$ cat src/rtl/swreg_pkg.sv
package swreg_pkg;

  localparam logic [7:0] A_DUMMY0  = 8'h00;
  localparam logic [7:0] A_DUMMY1  = 8'h04;
  localparam logic [7:0] A_DUMMY2  = 8'h08;
  localparam logic [7:0] A_DUMMY3  = 8'h0C;
  localparam logic [7:0] A_SCR32   = 8'h10;
  localparam logic [7:0] A_SCR64   = 8'h18;
  localparam logic [7:0] A_SCR64H  = 8'h1C;
  localparam logic [7:0] A_DMAAD   = 8'h20;
  localparam logic [7:0] A_DMAADH  = 8'h24;
  localparam logic [7:0] A_DMASZ   = 8'h28;
  localparam logic [7:0] A_CTRL    = 8'h30;
  localparam logic [7:0] A_COUNT   = 8'h38;
  localparam logic [7:0] A_LINK    = 8'h40;
  localparam logic [7:0] A_LINKH   = 8'h44;
  localparam logic [7:0] A_ENAB    = 8'h48;
  localparam logic [7:0] A_ENABH   = 8'h4C;
  localparam logic [7:0] A_SWID    = 8'h50;
  localparam logic [7:0] A_SWIDH   = 8'h54;

  localparam logic [63:0] DUMMY_WORD = 64'hDEADBABE_DEADBABE;

  typedef enum logic [3:0] {
    SEL_NONE, SEL_DUMMY, SEL_SCR32, SEL_SCR64, SEL_DMAAD,
    SEL_DMASZ, SEL_COUNT, SEL_LINK, SEL_ENAB, SEL_SWID
  } rdSel_e;

  typedef struct packed {
    logic   wrScr32;
    logic   wrScr64;
    logic   wrDmaAddr;
    logic   wrDmaSize;
    logic   wrEnable;
    logic   wrStage;
    logic   commitHi;
    logic   doReset;
    logic   rdEn;
    logic   rdOnes;
    logic   rdWide;
    logic   rdHi;
    rdSel_e rdSel;
  } bankStrobe_t;

endpackage

$ cat src/rtl/swreg_ctrl.sv
module swreg_ctrl
  import swreg_pkg::*;
#(
  parameter int ADDR_W = 8
) (
  input  logic              clk,
  input  logic              rstN,
  input  logic              reqValid,
  input  logic              reqWrite,
  input  logic [3:0]        reqSize,
  input  logic [ADDR_W-1:0] reqAddr,
  input  logic              resetBit,
  output bankStrobe_t       strobe
);

  logic ok4, ok8, badSize;
  assign ok4     = (reqSize == 4'd4);
  assign ok8     = (reqSize == 4'd8);
  assign badSize = !ok4 && !ok8;

  function automatic logic at(input logic [ADDR_W-1:0] a, input logic [7:0] c);
    return a == ADDR_W'(c);
  endfunction

  always_comb begin
    strobe        = '0;
    strobe.rdSel  = SEL_NONE;
    strobe.rdEn   = reqValid && !reqWrite;
    strobe.rdOnes = badSize;
    strobe.rdWide = ok8;
    strobe.rdHi   = reqAddr[2];
    if (reqValid && reqWrite && ok4) begin
      if (at(reqAddr, A_SCR32))  strobe.wrScr32 = 1'b1;
      if (at(reqAddr, A_SCR64) || at(reqAddr, A_DMAAD) || at(reqAddr, A_ENAB))
        strobe.wrStage = 1'b1;
      if (at(reqAddr, A_SCR64H)) begin strobe.wrScr64   = 1'b1; strobe.commitHi = 1'b1; end
      if (at(reqAddr, A_DMAADH)) begin strobe.wrDmaAddr = 1'b1; strobe.commitHi = 1'b1; end
      if (at(reqAddr, A_ENABH))  begin strobe.wrEnable  = 1'b1; strobe.commitHi = 1'b1; end
      if (at(reqAddr, A_DMASZ))  strobe.wrDmaSize = 1'b1;
      if (at(reqAddr, A_CTRL))   strobe.doReset   = resetBit;
    end else if (reqValid && reqWrite && ok8) begin
      if (at(reqAddr, A_SCR64))  strobe.wrScr64   = 1'b1;
      if (at(reqAddr, A_DMAAD))  strobe.wrDmaAddr = 1'b1;
      if (at(reqAddr, A_ENAB))   strobe.wrEnable  = 1'b1;
    end
    if (ok4) begin
      if (at(reqAddr, A_DUMMY0) || at(reqAddr, A_DUMMY1) ||
          at(reqAddr, A_DUMMY2) || at(reqAddr, A_DUMMY3)) strobe.rdSel = SEL_DUMMY;
      if (at(reqAddr, A_SCR32))                            strobe.rdSel = SEL_SCR32;
      if (at(reqAddr, A_SCR64) || at(reqAddr, A_SCR64H))   strobe.rdSel = SEL_SCR64;
      if (at(reqAddr, A_DMAAD) || at(reqAddr, A_DMAADH))   strobe.rdSel = SEL_DMAAD;
      if (at(reqAddr, A_DMASZ))                            strobe.rdSel = SEL_DMASZ;
      if (at(reqAddr, A_COUNT))                            strobe.rdSel = SEL_COUNT;
      if (at(reqAddr, A_LINK) || at(reqAddr, A_LINKH))     strobe.rdSel = SEL_LINK;
      if (at(reqAddr, A_ENAB) || at(reqAddr, A_ENABH))     strobe.rdSel = SEL_ENAB;
      if (at(reqAddr, A_SWID) || at(reqAddr, A_SWIDH))     strobe.rdSel = SEL_SWID;
    end else if (ok8) begin
      if (at(reqAddr, A_DUMMY0) || at(reqAddr, A_DUMMY2))  strobe.rdSel = SEL_DUMMY;
      if (at(reqAddr, A_SCR64))                            strobe.rdSel = SEL_SCR64;
      if (at(reqAddr, A_DMAAD))                            strobe.rdSel = SEL_DMAAD;
      if (at(reqAddr, A_LINK))                             strobe.rdSel = SEL_LINK;
      if (at(reqAddr, A_ENAB))                             strobe.rdSel = SEL_ENAB;
      if (at(reqAddr, A_SWID))                             strobe.rdSel = SEL_SWID;
    end
  end

  // an access of illegal size never raises a write strobe
  a_r11_bad_size_no_write: assert property (@(posedge clk) disable iff (!rstN)
    (reqValid && reqWrite && badSize) |->
      !(strobe.wrScr32 || strobe.wrScr64 || strobe.wrDmaAddr || strobe.wrDmaSize ||
        strobe.wrEnable || strobe.wrStage || strobe.doReset));

endmodule

$ cat src/rtl/swreg_datapath.sv
module swreg_datapath
  import swreg_pkg::*;
#(
  parameter int          MAX_PORTS = 8,
  parameter int          PORTS     = 8,
  parameter logic [63:0] SWITCH_ID = 64'h0
) (
  input  logic                 clk,
  input  logic                 rstN,
  input  bankStrobe_t          strobe,
  input  logic [63:0]          reqWdata,
  input  logic [MAX_PORTS-1:0] linkUp,
  output logic                 rdValid,
  output logic [63:0]          rdData,
  output logic [MAX_PORTS-1:0] portEnable,
  output logic                 ctrlResetPulse
);

  localparam logic [63:0] PORT_MASK = ((64'd1 << PORTS) - 64'd1) << 1;

  logic [31:0] scr32Reg, dmaSizeReg, stageReg;
  logic [63:0] scr64Reg, dmaAddrReg, enBitmap, wrVal64, linkBitmap, selVal;

  assign wrVal64 = strobe.commitHi ? {reqWdata[31:0], stageReg} : reqWdata;

  always_ff @(posedge clk) begin
    if (!rstN) begin
      scr32Reg       <= '0;
      scr64Reg       <= '0;
      dmaAddrReg     <= '0;
      dmaSizeReg     <= '0;
      stageReg       <= '0;
      enBitmap       <= '0;
      ctrlResetPulse <= 1'b0;
    end else begin
      ctrlResetPulse <= strobe.doReset;
      if (strobe.doReset) begin
        scr32Reg   <= '0;
        scr64Reg   <= '0;
        dmaAddrReg <= '0;
        dmaSizeReg <= '0;
        stageReg   <= '0;
        enBitmap   <= '0;
      end else begin
        if (strobe.wrScr32)   scr32Reg   <= reqWdata[31:0];
        if (strobe.wrDmaSize) dmaSizeReg <= reqWdata[31:0];
        if (strobe.wrScr64)   scr64Reg   <= wrVal64;
        if (strobe.wrDmaAddr) dmaAddrReg <= wrVal64;
        if (strobe.wrEnable)  enBitmap   <= wrVal64 & PORT_MASK;
        if (strobe.wrStage)   stageReg   <= reqWdata[31:0];
        else if (strobe.commitHi) stageReg <= '0;
      end
    end
  end

  for (genvar i = 0; i < MAX_PORTS; i++) begin : g_port
    if (i < PORTS) begin : g_live
      assign portEnable[i] = enBitmap[i+1];
    end else begin : g_dead
      assign portEnable[i] = 1'b0;
    end
  end

  assign linkBitmap = ({{(64-MAX_PORTS){1'b0}}, linkUp} << 1) & PORT_MASK;

  always_comb begin
    unique case (strobe.rdSel)
      SEL_DUMMY: selVal = DUMMY_WORD;
      SEL_SCR32: selVal = {32'd0, scr32Reg << 1};
      SEL_SCR64: selVal = scr64Reg << 1;
      SEL_DMAAD: selVal = dmaAddrReg;
      SEL_DMASZ: selVal = {32'd0, dmaSizeReg};
      SEL_COUNT: selVal = 64'(PORTS);
      SEL_LINK:  selVal = linkBitmap;
      SEL_ENAB:  selVal = enBitmap;
      SEL_SWID:  selVal = SWITCH_ID;
      default:   selVal = '0;
    endcase
  end

  always_ff @(posedge clk) begin
    if (!rstN) begin
      rdValid <= 1'b0;
      rdData  <= '0;
    end else begin
      rdValid <= strobe.rdEn;
      if (strobe.rdEn) begin
        if (strobe.rdOnes)      rdData <= '1;
        else if (strobe.rdWide) rdData <= selVal;
        else                    rdData <= {32'd0, strobe.rdHi ? selVal[63:32] : selVal[31:0]};
      end
    end
  end

  // a high-word commit always empties the staging register
  a_r3_stage_cleared: assert property (@(posedge clk) disable iff (!rstN)
    (strobe.commitHi && !strobe.wrStage) |=> (stageReg == 32'd0));

  // the reset pulse coincides with cleared registers and ports
  a_r8_pulse_cleared: assert property (@(posedge clk) disable iff (!rstN)
    ctrlResetPulse |-> (portEnable == '0 && scr32Reg == '0 && scr64Reg == '0 &&
                        dmaAddrReg == '0 && stageReg == '0));

  // enables only move on an enable write or a control reset
  a_r7_enable_hold: assert property (@(posedge clk) disable iff (!rstN)
    !(strobe.wrEnable || strobe.doReset) |=> $stable(portEnable));

  // every accepted read is answered on the next cycle
  a_r2_read_latency: assert property (@(posedge clk) disable iff (!rstN)
    strobe.rdEn |=> rdValid);

endmodule

$ cat src/rtl/swreg_bank.sv
module swreg_bank
  import swreg_pkg::*;
#(
  parameter int          ADDR_W    = 8,
  parameter int          NUM_PORTS = 10,
  parameter int          MAX_PORTS = 8,
  parameter logic [63:0] SWITCH_ID = 64'h0A1B_2C3D_4E5F_6071
) (
  input  logic                 clk,
  input  logic                 rstN,
  input  logic                 reqValid,
  input  logic                 reqWrite,
  input  logic [3:0]           reqSize,
  input  logic [ADDR_W-1:0]    reqAddr,
  input  logic [63:0]          reqWdata,
  output logic                 rdValid,
  output logic [63:0]          rdData,
  input  logic [MAX_PORTS-1:0] linkUp,
  output logic [MAX_PORTS-1:0] portEnable,
  output logic                 ctrlResetPulse
);

  localparam int PORTS = (NUM_PORTS > MAX_PORTS) ? MAX_PORTS : NUM_PORTS;

  bankStrobe_t strobe;

  swreg_ctrl #(.ADDR_W(ADDR_W)) u_ctrl (
    .clk      (clk),
    .rstN     (rstN),
    .reqValid (reqValid),
    .reqWrite (reqWrite),
    .reqSize  (reqSize),
    .reqAddr  (reqAddr),
    .resetBit (reqWdata[0]),
    .strobe   (strobe)
  );

  swreg_datapath #(
    .MAX_PORTS (MAX_PORTS),
    .PORTS     (PORTS),
    .SWITCH_ID (SWITCH_ID)
  ) u_dp (
    .clk            (clk),
    .rstN           (rstN),
    .strobe         (strobe),
    .reqWdata       (reqWdata),
    .linkUp         (linkUp),
    .rdValid        (rdValid),
    .rdData         (rdData),
    .portEnable     (portEnable),
    .ctrlResetPulse (ctrlResetPulse)
  );

endmodule

$ cat config.mk
export PLATFORM = sky130hd
export DESIGN_NAME = swreg_bank
export DESIGN_NICKNAME = d
export VERILOG_FILES = /design/src/rtl/swreg_pkg.sv /design/src/rtl/swreg_ctrl.sv /design/src/rtl/swreg_datapath.sv /design/src/rtl/swreg_bank.sv
export SDC_FILE = /design/constraint.sdc
export NUM_CORES = 1
export LEC_CHECK = 0
export BUFFER_PORTS_ARGS = -buffer_cell sky130_fd_sc_hd__buf_2
export CORE_ASPECT_RATIO = 1.25
export CORE_UTILIZATION = 58
export DETAILED_ROUTE_END_ITERATION = 8
export PLACE_DENSITY = 0.8
export SLEW_MARGIN = 25
export SYNTH_ARGS = -nofsm -noshare
export SYNTH_HDL_FRONTEND = slang
export SYNTH_SLANG_ARGS = --single-unit
$ cat constraint.sdc
create_clock -name clk -period 3.8 [get_ports clk]
set_input_delay 0.38 -clock clk [delete_from_list [all_inputs] [get_ports clk]]
set_output_delay 0.38 -clock clk [all_outputs]
set_load 0.05 [all_outputs]
==> flow_summary.toml, run 1 <==
[grt]
grtUsageTotal_pct = 37.2
grt_pass1_vias = 11313
grt_pass1_wl_um = 65700
antenna_found_initial = 1
overflow = 0
grt_max_degree = 137

[detailed_routing]
drt-total-wl_um = 43900
drtIter0Drc = 1627
via_per_inst = 6.50
drcViolationCount = 0
vias = 12544
wire_per_inst_um = 22.8
drtAntennaViolNets = 0
drtPass1Iterations = 6

[logic_synthesis]
synthCells = 1510
ys_ff_latch = 296
yosys-top-cells-area = "dfxtp_1 45%, mux2i_1 6.9%, a211oi_1 6.9%"
synth_top_cell_area_share_pct = 45.1
synth_area_leader_cell = "dfxtp_1"
synth_edf_count = 0
syn_area_per_cell_um2 = 8.70
synthArstFlopShare_pct = 0
yosysWarnings = 0
syn_area_um2 = 13100
ys_seq_area_share_pct = 45.1
synth_flop_cell = "dfxtp_1"
syn_nets = 1598
synth.distinct_cells = 77

[clock_tree]
htree_levels = 1
clk_path_buf_depth = 3
cts_tree = "yes"
path_clk_slew_ns = 0.06
clkLatencyLatePin_ns = 0.56
ctsHoldBuffers = 0
cts_setup_buffers = 0
cts_sinks = 296
cts_buffers = 29
cts_root_buf = "clkbuf_16"
cts_resized = 0

[timing]
fin_tns_setup_ns = 0
max_slew.worst_pin.slew_ns = 1.07
period_minus_slack_ns = 3.14
setup_viol = 0
post-route-period-util_pct = 82.6
skew_ns = 0.0159
clock.fmax_mhz = 318
final_max_slew_viol_count = 0
relSlewSlack_pct = 28.8
rsz0062_at_grt = "no"
hold_viol = 0

[die]
dieArea_um2 = 23300
pin_count = 162
start_util_pct = 59.2
core-area_um2 = 22200
die_x_um = 137
die_y_um = 170
num_rows = 61

[critical_path]
worst_path_most_repeated_cell = "buf_4"
critPathArrivalTime_ns = 3.62
critical_path_depth = 10
end_kind = "flop"
path_delay_family = "compound AO/OA/AOI/OAI gates"
worstSetupStartpointType = "input pin"
reg2reg_depth = 4
critPathCapture = "u_dp.rdData[13]"
r2r_slack_ns = 2.35
timing.rr.end = "u_dp.rdData[6]"
cpPeakStageDelay_ns = 0.64
crit_buf_inv = 3
path_max_fanout = 13
path_class = "in -> reg"
critPathLaunch = "reqSize[1]"
critPathRequiredTime_ns = 4.28
critPathSlowestCell = "or4b_1"
crit_chain = "buf_2 -> or4b_1 -> a311o_4 -> o32a_2 -> a2111oi_4 -> buf_4 -> buf_4 -> a22o_1 -> o21ai_0 -> a31oi_1"
r2r-start = "u_dp.dmaSizeReg[6]"

[place]
dp_hpwl_um = 30100
port_buffers = 161
place.gp.congestion = 0.953

[cells_and_area]
drive_above_1_share_pct = 19.1
multi_input_area_um2 = 6690
antennaDiodeCount = 0
n_fill_cell = 1803
area_growth_pct = 16.8
final_nets = 1711
ff_latch_area_um2 = 5930

[run_status]
status = "finished, final reports clean"

[power_and_ir_drop]
finalPower_mw = 6.83
vdd_drop_max_mv = 0.397
cellPowerDensity_nw_per_um2 = 445
p_leak_nw = 5.89

[hold_path]
hold_class = "in -> reg"

[flow_run]
max_cap_viol_count = 0
## cells in the mapped netlist (4+ instances only)
cell,n
o32ai_1,5
a21oi_1,123
a31oi_1,11
buf_2,23
mux2_2,12
o21a_1,11
nor3_1,9
o21ai_0,52
buf_1,10
nand3_1,9
o221a_2,9
nand2_1,168
a22oi_1,29
nand2b_1,6
clkbuf_1,98
a21boi_0,4
mux2i_1,91
nor3b_1,33
o211a_1,4
a211o_1,4
a222oi_1,5
o22ai_1,4
a221oi_1,12
nand4_1,8
o21ai_1,5
and3_1,9
dfxtp_1,296
o2bb2ai_1,7
a22o_1,27
a211oi_1,120
o31ai_1,9
buf_6,5
a2bb2oi_1,9
nor2_1,215
and2_1,4
## worst min-delay path by stage
stage / from / to / slack (ns) / depth (start not counted)
global route: reqWdata[15] / u_dp.scr32Reg[15] / 0.10 / 3
CTS: reqWdata[15] / u_dp.scr32Reg[15] / 0.1 / 3
detailed placement: u_dp.rdData[42] / u_dp.rdData[42] / 0.43 / 2
floorplan: u_dp.dmaSizeReg[1] / u_dp.dmaSizeReg[1] / 0.43 / 2
global placement: u_dp.rdData[42] / u_dp.rdData[42] / 0.42 / 2
finish: reqWdata[9] / u_dp.dmaSizeReg[9] / 0.10 / 3
## cells in the final DEF, fill, tap and decap left out, types with 5 or more instances in the layout
cell,Yosys,layout
buf_12,0,8
a21oi_1,123,123
o21ai_1,5,5
clkbuf_1,98,5
buf_4,0,49
a211oi_1,120,119
nor3b_1,33,33
o221a_2,9,9
a2bb2oi_1,9,9
a22oi_1,29,29
nor3_1,9,7
mux2i_1,91,91
nand2_1,168,167
dfxtp_1,296,296
and3_1,9,9
nand3_1,9,9
a222oi_1,5,5
a22o_1,27,27
o21a_1,11,11
a31oi_1,11,11
o21ai_0,52,52
o32ai_1,5,5
clkbuf_8,0,8
nand2b_1,6,6
mux2_2,12,12
clkbuf_16,0,29
o2bb2ai_1,7,7
nand4_1,8,8
buf_2,23,161
o31ai_1,9,9
a221oi_1,12,12
nor2_1,215,214
## area by class of cell
cell class | instances | share of cell area (%)
sequential | 296 | 38.6
multi-input combinational | 1075 | 43.6
timing repair buffer | 218 | 8.69
inverter | 3 | 0.0734
tap | 283 | 2.31
clock inverter | 12 | 1.13
clock buffer | 42 | 5.57
## registers in the layout (all words and copies together) (netlist names), 8 cells and up
signal	flops
u_dp.dmaAddrReg	64
u_dp.rdData	64
u_dp.scr64Reg	63
u_dp.dmaSizeReg	32
u_dp.stageReg	32
u_dp.scr32Reg	31
u_dp.enBitmap	8
## kinds of logic after synthesis
kind of cell | share of synthesized area [%]
simple gates | 16.6
compound gates | 25.7
flops | 45.1
buf+inv | 4.47
mux | 7.96
xor+xnor | 0.133
## report_power, final
| group | total [mW] | internal [mW] | switching [mW] |
|---|---|---|---|
| clock | 3.07 | 1.83 | 1.23 |
| combinational | 0.583 | 0.154 | 0.428 |
| sequential | 3.18 | 3.15 | 0.0314 |
## per-stage QoR
| stage | worst slack, ns | util [%] | area, um^2 | hold slack [ns] | cells |
|---|---|---|---|---|---|
| 5_1_grt | 0.627 | 69.1 | 15300 | 0.102 | 1929 |
| 6_report | 0.660 | 69.1 | 15300 | 0.104 | 1929 |
| 3_3_place_gp | 0.247 | 64.4 | 14300 | 0.424 | 1875 |
| 3_5_place_dp | 0.142 | 64.5 | 14300 | 0.432 | 1875 |
| 4_1_cts | 0.723 | 69.1 | 15300 | 0.0957 | 1929 |
| 2_1_floorplan | 0.866 | - | 13100 | 0.434 | 1510 |
## worst min-delay path, cell delays in order
cell,delay (ns)
buf_2,0.12
nand2_1,0.06
a21oi_1,0.05
## routing by layer
| layer | up-vias | part of all wire [%] | global-route usage [%] |
|---|---|---|---|
| met5 | - | 0.027 | 0 |
| met4 | 2 | 3.0 | 12.9 |
| met3 | 108 | 11 | 7.83 |
| met2 | 769 | 44 | 56.0 |
| met1 | 5925 | 42 | 52.3 |
| li1 | 5740 | - | - |
No activity file was read; power rests on OpenSTA's default activity.
==> run 2, diff against run 1 <==
--- a/config.mk
+++ b/config.mk
@@ -5,11 +5,12 @@
 export SDC_FILE = /design/constraint.sdc
 export NUM_CORES = 1
 export LEC_CHECK = 0
+export ABC_AREA = 1
 export BUFFER_PORTS_ARGS = -buffer_cell sky130_fd_sc_hd__buf_2
 export CORE_ASPECT_RATIO = 1.25
-export CORE_UTILIZATION = 58
+export CORE_UTILIZATION = 53
 export DETAILED_ROUTE_END_ITERATION = 8
-export PLACE_DENSITY = 0.8
+export PLACE_DENSITY = 0.76
 export SLEW_MARGIN = 25
 export SYNTH_ARGS = -nofsm -noshare
 export SYNTH_HDL_FRONTEND = slang
==> constraint.sdc (replaced) <==
create_clock -name clk -period 2.81 [get_ports clk]
set_input_delay 0.281 -clock clk [delete_from_list [all_inputs] [get_ports clk]]
set_output_delay 0.281 -clock clk [all_outputs]
set_load 0.05 [all_outputs]
==> flow_summary.toml, run 2 <==
[run_status]
status = "finished, final reports clean"

[grt]
met2_usage_pct = 55.4
grt_max_degree = 70
grtUsageTotal_pct = 34.7
antenna_found_initial = 0
grt-busiest-layer = "met2"
met1_usage_pct = 46.9
grt_pass1_wl_um = 73700
overflow = 0
grtUsageMet3_pct = 6.24
grt_pass1_vias = 13321

[critical_path]
critPathLaunch = "reqWdata[0]"
critPathRequiredTime_ns = 3.33
r2r-start = "u_dp.enBitmap[8]"
critPathArrivalTime_ns = 2.92
end_kind = "flop"
path_max_fanout = 31
crit_buf_inv = 6
path_class = "in -> reg"
crit_chain = "dlygate4sd3_1 -> buf_2 -> inv_1 -> nor4_1 -> buf_4 -> nor2_4 -> buf_4 -> o21ai_0 -> o21bai_1 -> inv_1"
cpPeakStageDelay_ns = 0.68
timing.rr.end = "u_dp.rdData[8]"
r2r_slack_ns = 1.52
worstSetupStartpointType = "input pin"
reg2reg_depth = 4
critPathSlowestCell = "nor2_4"
path_delay_family = "buffers and inverters"

[power_and_ir_drop]
cellPowerDensity_nw_per_um2 = 556
finalPower_mw = 9.37
vdd_drop_max_mv = 0.500
p_leak_nw = 8.29

[logic_synthesis]
syn_nets = 2113
ys_ff_latch = 296
synthCells = 2025
synthArstFlopShare_pct = 0
yosysMostFrequentCell = "nand2_1"
synth_commonest_cells = "426 x nand2_1, 296 x dfxtp_1, 270 x inv_1, 244 x o21ai_0, 160 x nor2_1"
syn_area_per_cell_um2 = 6.98
syn_area_um2 = 14100
ys_seq_area_share_pct = 41.9
synth_flop_cell = "dfxtp_1"
synth_top_cell_area_share_pct = 41.9
yosysWarnings = 0
synth.distinct_cells = 39
yosys-top-cells-area = "dfxtp_1 42%, nand2_1 11%, o21ai_0 8.6%"
synth_area_leader_cell = "dfxtp_1"
synth_edf_count = 0

[flow_run]
max_cap_viol_count = 0

[cells_and_area]
largestRegisters = "u_dp.dmaAddrReg (64), u_dp.rdData (64), u_dp.scr64Reg (63)"
final_nets = 2275
ff_latch_area_um2 = 5930
post-route-cell-area_um2 = 16900
layout_commonest_cell = "nand2_1"
drive_above_1_share_pct = 15.8
antennaDiodeCount = 0
n_fill_cell = 2411
final_util_pct = 64.6
fin_cells = 2550
multi_input_area_um2 = 6590
area_growth_pct = 19.3
layout.cells.most_common_list = "425 x nand2_1, 296 x dfxtp_1, 268 x inv_1"

[place]
dp_hpwl_um = 33700
place_ws_ns = 0.0992
port_buffers = 161
place.gp.congestion = 0.937
placedInstanceArea_um2 = 15500
dp_cells = 2463

[timing]
fin_ws_ns = 0.406
max_slew.worst_pin.slew_ns = 0.906
clock.fmax_mhz = 416
skew_ns = 0.0177
post-route-period-util_pct = 85.6
final_max_slew_viol_count = 0
period_minus_slack_ns = 2.40
holdWs_ns = 0.0361
setup_viol = 0
relSlewSlack_pct = 39.4
fin_tns_setup_ns = 0
hold_viol = 0
rsz0062_at_grt = "no"

[die]
core-area_um2 = 26100
pin_count = 162
start_util_pct = 54.2
die_x_um = 148
dieArea_um2 = 27300
num_rows = 66
die_y_um = 185

[detailed_routing]
vias = 14411
drtPass1Iterations = 5
via_per_inst = 5.65
wire_per_inst_um = 18.7
drtIter0Drc = 1551
drcViolationCount = 0
drtAntennaViolNets = 0
drt-total-wl_um = 47700

[hold_path]
whs_path_depth = 5
hold_class = "in -> reg"
min_from = "reqWdata[63]"
hold_path_end = "u_dp.dmaAddrReg[63]"

[clock_tree]
cts_tree = "yes"
path_clk_slew_ns = 0.07
htree_levels = 1
clk_path_buf_depth = 3
clkLatencyLatePin_ns = 0.58
cts_root_buf = "clkbuf_16"
cts_sinks = 296
cts_setup_buffers = 0
cts_buffers = 30
cts_resized = 0
-- run 2: timing repair --
action	CTS	global route
hold buffers	32	0
endpoints found under the setup margin	0	0
hold endpoints to repair	32	0
-- run 2: cells by family after synthesis --
logic type | after synthesis | synth area share (%)
and+or+nand+nor | 774 | 23.9
DFF | 296 | 41.9
buffers and inverters | 409 | 11.6
AOI/OAI and AO/OA | 546 | 22.5
-- run 2: how the worst max path moves through the flow --
| stage | end | slack [ns] | cells after the start |
|---|---|---|---|
| 6_report | u_dp.enBitmap[5] | 0.41 | 10 |
| 2_1_floorplan | u_dp.dmaAddrReg[43] | 0.80 | 12 |
| 3_5_place_dp | u_dp.rdData[5] | 0.1 | 16 |
| 5_1_grt | u_dp.enBitmap[5] | 0.24 | 10 |
| 4_1_cts | u_dp.enBitmap[5] | 0.47 | 10 |
| 3_3_place_gp | u_dp.rdData[5] | 0.09 | 16 |
-- run 2: where the power goes --
part           switching [mW]  internal (mW)
sequential             0.0404           4.26
combinational           0.613          0.234
clock                    1.76           2.46
total                    2.42           6.96
-- run 2: area by class of cell --
| type | count | area share [%] |
|---|---|---|
| clock buffer | 43 | 5.22 |
| timing repair buffer | 255 | 10.7 |
| inverter | 284 | 6.34 |
| sequential | 296 | 35.1 |
| clock inverter | 12 | 1.01 |
| tap | 340 | 2.52 |
| multi-input combinational | 1320 | 39.1 |
-- run 2: worst min-delay path, delay by kind of cell --
kind                   cells  cell delay, ns
buffers and inverters      2            0.12
AOI/OAI and AO/OA          2            0.13
and+or+nand+nor            1            0.05
-- run 2: per-layer routing --
metal	part of all wire, %	up-vias
met4	3.3	0
met2	44	781
met1	42	6639
li1	-	6876
met5	0	-
met3	10	115
